**src/rtl/tsw_pkg.sv**
```systemverilog
package tsw_pkg;
  localparam int WORD_W     = 32;
  localparam int SEL_W      = 16;
  localparam int DESC_WORDS = 2;
  localparam int TYPE_W     = 4;

  typedef enum logic [2:0] {
    ST_IDLE,
    ST_SAVE,
    ST_TRLD,
    ST_DESC,
    ST_LOAD,
    ST_DONE,
    ST_FAULT
  } tsw_state_e;

  // byte address of word slot k of a state segment
  function automatic logic [WORD_W-1:0] slot_addr(input logic [WORD_W-1:0] base,
                                                 input int unsigned k);
    return base + WORD_W'(k * 4);
  endfunction

  // byte address of descriptor word w for a selector (8-byte entries)
  function automatic logic [WORD_W-1:0] desc_addr(input logic [WORD_W-1:0] gdt,
                                                 input logic [SEL_W-1:0] sel,
                                                 input int unsigned w);
    logic [WORD_W-1:0] ofs;
    ofs = WORD_W'(sel >> 3) << 3;
    return gdt + ofs + WORD_W'(w * 4);
  endfunction
endpackage

```
**src/rtl/tsw_fsm.sv**
```systemverilog
module tsw_fsm
  import tsw_pkg::*;
#(
  parameter int NSAVE = 16,
  parameter int NLOAD = 18,
  parameter int IDX_W = 5
) (
  input  logic             clk,
  input  logic             rst_n,
  input  logic             start_i,
  input  logic             long_mode_i,
  input  logic             xfer_i,
  input  logic             desc_ok_i,
  output tsw_state_e       state_o,
  output logic [IDX_W-1:0] idx_o,
  output logic             accept_o,
  output logic             desc_pass_o
);
  localparam logic [IDX_W-1:0] SAVE_LAST = IDX_W'(NSAVE - 1);
  localparam logic [IDX_W-1:0] LOAD_LAST = IDX_W'(NLOAD - 1);
  localparam logic [IDX_W-1:0] DESC_LAST = IDX_W'(DESC_WORDS - 1);

  tsw_state_e       st_q, st_d;
  logic [IDX_W-1:0] idx_q, idx_d;

  assign accept_o    = (st_q == ST_IDLE) && start_i && !long_mode_i;
  assign desc_pass_o = (st_q == ST_DESC) && xfer_i && (idx_q == DESC_LAST) && desc_ok_i;

  always_comb begin
    st_d  = st_q;
    idx_d = idx_q;
    case (st_q)
      ST_IDLE: if (start_i) begin
        idx_d = '0;
        st_d  = long_mode_i ? ST_FAULT : ST_SAVE;
      end
      ST_SAVE: if (xfer_i) begin
        if (idx_q == SAVE_LAST) begin
          st_d  = ST_TRLD;
          idx_d = '0;
        end else begin
          idx_d = idx_q + IDX_W'(1);
        end
      end
      ST_TRLD: st_d = ST_DESC;
      ST_DESC: if (xfer_i) begin
        if (idx_q == DESC_LAST) begin
          idx_d = '0;
          st_d  = desc_ok_i ? ST_LOAD : ST_FAULT;
        end else begin
          idx_d = idx_q + IDX_W'(1);
        end
      end
      ST_LOAD: if (xfer_i) begin
        if (idx_q == LOAD_LAST) begin
          st_d  = ST_DONE;
          idx_d = '0;
        end else begin
          idx_d = idx_q + IDX_W'(1);
        end
      end
      default: st_d = ST_IDLE;
    endcase
  end

  always_ff @(posedge clk or negedge rst_n) begin
    if (!rst_n) begin
      st_q  <= ST_IDLE;
      idx_q <= '0;
    end else begin
      st_q  <= st_d;
      idx_q <= idx_d;
    end
  end

  assign state_o = st_q;
  assign idx_o   = idx_q;

  AST_DONE_ONE_CYCLE: assert property (@(posedge clk) disable iff (!rst_n)
    (st_q == ST_DONE) |=> (st_q != ST_DONE));
endmodule

```
**src/rtl/tsw_desc.sv**
```systemverilog
module tsw_desc
  import tsw_pkg::*;
#(
  parameter logic [TYPE_W-1:0] TSS_TYPE = 4'h9
) (
  input  logic              clk,
  input  logic              rst_n,
  input  logic              clear_i,
  input  logic              cap_base_i,
  input  logic              cap_attr_i,
  input  logic [WORD_W-1:0] rdata_i,
  output logic [WORD_W-1:0] base_o,
  output logic              type_ok_c_o,
  output logic              type_ok_q_o
);
  logic [WORD_W-1:0] base_q;
  logic              ok_q;

  assign type_ok_c_o = (rdata_i[TYPE_W-1:0] == TSS_TYPE);

  always_ff @(posedge clk or negedge rst_n) begin
    if (!rst_n) begin
      base_q <= '0;
      ok_q   <= 1'b0;
    end else begin
      if (cap_base_i) base_q <= rdata_i;
      if (clear_i)         ok_q <= 1'b0;
      else if (cap_attr_i) ok_q <= type_ok_c_o;
    end
  end

  assign base_o      = base_q;
  assign type_ok_q_o = ok_q;
endmodule

```
**src/rtl/tsw_treg.sv**
```systemverilog
module tsw_treg
  import tsw_pkg::*;
#(
  parameter logic [SEL_W-1:0]  TR_SEL_RST  = 16'h0028,
  parameter logic [WORD_W-1:0] TR_BASE_RST = 32'h0000_0100
) (
  input  logic              clk,
  input  logic              rst_n,
  input  logic              accept_i,
  input  logic [SEL_W-1:0]  sel_i,
  input  logic              sel_load_i,
  input  logic              base_load_i,
  input  logic [WORD_W-1:0] base_i,
  input  logic              desc_phase_i,
  output logic [SEL_W-1:0]  tr_sel_o,
  output logic [WORD_W-1:0] tr_base_o
);
  logic [SEL_W-1:0]  pend_q, sel_q;
  logic [WORD_W-1:0] base_q;

  always_ff @(posedge clk or negedge rst_n) begin
    if (!rst_n) begin
      pend_q <= TR_SEL_RST;
      sel_q  <= TR_SEL_RST;
      base_q <= TR_BASE_RST;
    end else begin
      if (accept_i)    pend_q <= sel_i;
      if (sel_load_i)  sel_q  <= pend_q;
      if (base_load_i) base_q <= base_i;
    end
  end

  assign tr_sel_o  = sel_q;
  assign tr_base_o = base_q;

  AST_SEL_BEFORE_DESC: assert property (@(posedge clk) disable iff (!rst_n)
    desc_phase_i |-> (sel_q == pend_q));
endmodule

```
**src/rtl/task_switch_seq.sv**
```systemverilog
module task_switch_seq
  import tsw_pkg::*;
#(
  parameter int                NGPR        = 8,
  parameter int                NSEG        = 6,
  parameter logic [15:0]       TR_SEL_RST  = 16'h0028,
  parameter logic [31:0]       TR_BASE_RST = 32'h0000_0100,
  parameter logic [3:0]        TSS_TYPE    = 4'h9,
  localparam int               NSAVE       = NGPR + NSEG + 2,
  localparam int               NLOAD       = NSAVE + 2,
  localparam int               IDX_W       = $clog2(NLOAD)
) (
  input  logic             clk,
  input  logic             rst_n,
  input  logic             start_i,
  input  logic [15:0]      new_sel_i,
  input  logic             long_mode_i,
  input  logic [31:0]      gdt_base_i,
  output logic             mem_req_o,
  output logic             mem_we_o,
  output logic [31:0]      mem_addr_o,
  output logic [31:0]      mem_wdata_o,
  input  logic [31:0]      mem_rdata_i,
  input  logic             mem_ack_i,
  output logic [IDX_W-1:0] rf_idx_o,
  output logic             rf_save_o,
  input  logic [31:0]      rf_rdata_i,
  output logic             rf_load_o,
  output logic [31:0]      rf_wdata_o,
  output logic [15:0]      tr_sel_o,
  output logic [31:0]      tr_base_o,
  output logic             busy_o,
  output logic             done_o,
  output logic             fault_o
);
  tsw_state_e        state;
  logic [IDX_W-1:0]  idx;
  logic              xfer, accept, desc_pass, desc_ok_c, desc_ok_q;
  logic              cap_base, cap_attr;
  logic [WORD_W-1:0] desc_base;

  // named internal events
  assign xfer     = mem_req_o && mem_ack_i;
  assign cap_base = (state == ST_DESC) && xfer && (idx == '0);
  assign cap_attr = (state == ST_DESC) && xfer && (idx == IDX_W'(DESC_WORDS - 1));

  tsw_fsm #(.NSAVE(NSAVE), .NLOAD(NLOAD), .IDX_W(IDX_W)) u_fsm (
    .clk(clk), .rst_n(rst_n), .start_i(start_i), .long_mode_i(long_mode_i),
    .xfer_i(xfer), .desc_ok_i(desc_ok_c), .state_o(state), .idx_o(idx),
    .accept_o(accept), .desc_pass_o(desc_pass)
  );

  tsw_desc #(.TSS_TYPE(TSS_TYPE)) u_desc (
    .clk(clk), .rst_n(rst_n), .clear_i(accept), .cap_base_i(cap_base),
    .cap_attr_i(cap_attr), .rdata_i(mem_rdata_i), .base_o(desc_base),
    .type_ok_c_o(desc_ok_c), .type_ok_q_o(desc_ok_q)
  );

  tsw_treg #(.TR_SEL_RST(TR_SEL_RST), .TR_BASE_RST(TR_BASE_RST)) u_treg (
    .clk(clk), .rst_n(rst_n), .accept_i(accept), .sel_i(new_sel_i),
    .sel_load_i(state == ST_TRLD), .base_load_i(desc_pass), .base_i(desc_base),
    .desc_phase_i(state == ST_DESC), .tr_sel_o(tr_sel_o), .tr_base_o(tr_base_o)
  );

  // memory port: save and load both address the segment held in the task register
  assign mem_req_o = (state == ST_SAVE) || (state == ST_DESC) || (state == ST_LOAD);
  assign mem_we_o  = (state == ST_SAVE);

  always_comb begin
    case (state)
      ST_DESC: mem_addr_o = desc_addr(gdt_base_i, tr_sel_o, 32'(idx));
      ST_SAVE,
      ST_LOAD: mem_addr_o = slot_addr(tr_base_o, 32'(idx));
      default: mem_addr_o = tr_base_o;
    endcase
  end

  assign mem_wdata_o = rf_rdata_i;
  assign rf_idx_o    = idx;
  assign rf_save_o   = (state == ST_SAVE);
  assign rf_load_o   = (state == ST_LOAD) && mem_ack_i;
  assign rf_wdata_o  = mem_rdata_i;

  assign busy_o  = (state != ST_IDLE);
  assign done_o  = (state == ST_DONE);
  assign fault_o = (state == ST_FAULT);

  AST_REQ_HOLD: assert property (@(posedge clk) disable iff (!rst_n)
    (mem_req_o && !mem_ack_i) |=> (mem_req_o && $stable(mem_addr_o) && $stable(mem_we_o)));

  AST_LONG_REFUSE: assert property (@(posedge clk) disable iff (!rst_n)
    (!busy_o && start_i && long_mode_i) |=> (fault_o && !mem_req_o));

  AST_LOAD_NEEDS_TYPE: assert property (@(posedge clk) disable iff (!rst_n)
    rf_load_o |-> desc_ok_q);

  AST_NO_STACK_TOUCH: assert property (@(posedge clk) disable iff (!rst_n)
    (mem_req_o && (state != ST_DESC)) |-> ((mem_addr_o - tr_base_o) < 32'(NLOAD * 4)));

  AST_FAULT_KEEPS_BASE: assert property (@(posedge clk) disable iff (!rst_n)
    (fault_o && busy_o) |-> $stable(tr_base_o));
endmodule

```
**config.mk**
```make
export PLATFORM = sky130hd
export DESIGN_NAME = task_switch_seq
export DESIGN_NICKNAME = d
export VERILOG_FILES = /design/src/rtl/tsw_pkg.sv /design/src/rtl/tsw_fsm.sv /design/src/rtl/tsw_desc.sv /design/src/rtl/tsw_treg.sv /design/src/rtl/task_switch_seq.sv
export SDC_FILE = /design/constraint.sdc
export NUM_CORES = 1
export LEC_CHECK = 0
export BUFFER_PORTS_ARGS = -buffer_cell sky130_fd_sc_hd__buf_2
export CORE_UTILIZATION = 55
export DETAILED_ROUTE_END_ITERATION = 8
export GPL_TIMING_DRIVEN = 0
export MAX_ROUTING_LAYER = met4
export PLACE_DENSITY_LB_ADDON = 0.2
export SLEW_MARGIN = 40
export SYNTH_ARGS = -nofsm -noshare
export SYNTH_HDL_FRONTEND = slang
export SYNTH_HIERARCHICAL = 1
export SYNTH_SLANG_ARGS = --single-unit
```
**constraint.sdc**
```tcl
create_clock -name clk -period 7.82 [get_ports clk]
set_input_delay 0.391 -clock clk [delete_from_list [all_inputs] [get_ports clk]]
set_output_delay 0.391 -clock clk [all_outputs]
set_load 0.01 [all_outputs]
```
==> metrics.md <==
| Metric | Value |
|---|---|
| Endpoints failing setup | `0` |
| Hold Path Class | `input port to register` |
| Clock slew at reported path FFs | `70 ps` |
| Core area | `0.0133 mm2` |
| Syn Nets | `846` |
| Initial Util | `56.8%` |
| Vias in the first global route | `5939` |
| Req. time, crit path | `7430 ps` |
| Fillers | `1081` |
| Routed Antenna Nets | `0` |
| Setup TNS | `0 ps` |
| First-pass GRT wire length | `31500 um` |
| DPL Wire Length | `16100 um` |
| Largest net degree at the start of global routing | `54` |
| P_leak | `4.64 nW` |
| DRC violation total after the first TritonRoute iteration | `479` |
| Synth warn | `6` |
| Max cap viols | `0` |
| VDD IR max | `196 uV` |
| CP Launch Type | `register` |
| Sink Count | `104` |
| H-tree depth | `3` |
| Maximum clock frequency | `241 MHz` |
| Setup Crit Path Kind | `register to output pin` |
| CTS Buffer Depth | `2` |
| Initial DRT Pass Iterations | `5` |
| Final Cycle Share | `53.1%` |
| Die Y | `119 um` |
| PD cells | `296 mW/mm2` |
| CP max FO | `9` |
| Synthesized cell area | `0.00759 mm2` |
| Initial antenna violation count | `2` |
| Clk root buf | `clkbuf_16` |
| RSZ-0062 raised after global routing | `no` |
| Slew of the pin with the lowest slew margin | `807 ps` |
| Max transition margin | `46.0%` |
| GPL Wtd Cong | `0.966` |
| Site Rows | `42` |
| Buffers on Ports | `240` |
| Setup Buffers After CTS | `0` |
| GR Overflow Total | `0` |
| Cts hold-fix bufs | `1` |
| Die Area | `0.0143 mm2` |
| Final net count | `1099` |
| Final wirelength | `20300 um` |
| Layout cells sized above 1 | `49.7%` |
| Vias per inst | `5.56` |
| Clk Latency, worst-skew pair | `350 ps` |
| Clk_skew | `3.28 ps` |
| Gr usage total | `29.6%` |
| Cells after Synth | `690` |
| Die width | `119 um` |
| Crit path time final | `4150 ps` |
| Hold Slack | `270 ps` |
| Post-cts resize count | `0` |
| Commonest non-fill, non-tap cell in the layout | `buf_2` |
| Final hold vios | `0` |
| Post-route setup slack | `3670 ps` |
| Drt drc | `0` |
| Crit path DAT | `3760 ps` |
| Status | `finished, final reports clean` |
| Crit path capture type | `output pin` |
| Average wire per standard cell | `18.1 um` |
| Layout area overhead | `23.3%` |
| CTS tree | `yes` |
| IO Count | `273` |
| CTS buffer count | `9` |
| Final Max Tran Viols | `0` |
| Most frequent cells in the layout | `buf_2, dfrtp_1, mux2_4` |
| Syn avg cell area | `11.0 um2` |
| Worst slack, placed | `4120 ps` |
| Vias | `6259` |
-- routing by layer --
layer  up-vias  track usage (%)  share of wire, %
met5         -                -                 0
met4         0             9.06               2.0
met3        30             6.03               6.9
met2       254             48.8                50
met1      3000             36.4                41
li1       2975                -                 -
-- final timing paths --
kind	start	depth (start not counted)	slack, ps	end
setup / recovery	u_fsm/idx_o[1]$_DFFE_PN0P_	11	3670	mem_addr_o[21]
hold / removal	new_sel_i[12]	2	270	u_treg/pend_q[12]$_DFFE_PN0P_
setup reg to reg	u_fsm/state_o[1]$_DFFE_PN0P_	12	4430	u_fsm/state_o[2]$_DFFE_PN0P_
hold reg to reg	u_desc/base_o[9]$_DFFE_PN0P_	1	510	u_treg/tr_base_o[9]$_DFFE_PN0P_
max in group asynchronous	rst_n	3	6640	u_treg/pend_q[5]$_DFFE_PN1P_
min in group asynchronous	rst_n	2	540	u_desc/base_o[7]$_DFFE_PN0P_
-- metrics by stage --
step	utilization [%]	cell area (um2)	total power, mW	cells
CTS	70.0	9350	2.78	1124
global route	70.1	9350	2.95	1126
global placement	67.5	9010	2.30	1106
floorplan	-	7590	1.84	690
detailed placement	67.8	9040	2.33	1107
finish	70.1	9350	2.77	1126
-- sequential cells by signal, indices dropped and copies added, names as in the netlist --
register	flops
u_treg/pend_q	16
u_fsm/state_o	3
u_fsm/idx_o	5
u_desc/base_o	32
u_treg/tr_sel_o	16
u_treg/tr_base_o	32
-- area by class of cell --
| class | instances | area [um2] | area share, % |
|---|---|---|---|
| inverter | 22 | 82.6 | 0.883 |
| clock buffer | 11 | 253 | 2.70 |
| buffer | 93 | 779 | 8.34 |
| multi-input combinational | 471 | 4120 | 44.0 |
| clock inverter | 5 | 37.5 | 0.401 |
| antenna | 2 | 5.00 | 0.0535 |
| tap | 176 | 220 | 2.36 |
| sequential | 104 | 2610 | 27.9 |
| timing repair buffer | 242 | 1250 | 13.4 |
-- worst max-delay path, cell delays in order (launching register included) --
cell and delay, ps:
dfrtp_1 520, fa_1 570, ha_1 170, inv_1 50
fa_1 400, nor2b_1 170, o2111ai_1 190, a211oi_2 510
o21ai_0 210, xor2_1 180, o211ai_1 250, buf_2 190
-- where the power goes --
part / internal (mW) / switching (mW)
registers: 0.703 / 0.136
logic: 0.708 / 0.786
clock network: 0.235 / 0.202
No activity file was read; power rests on OpenSTA's default activity.
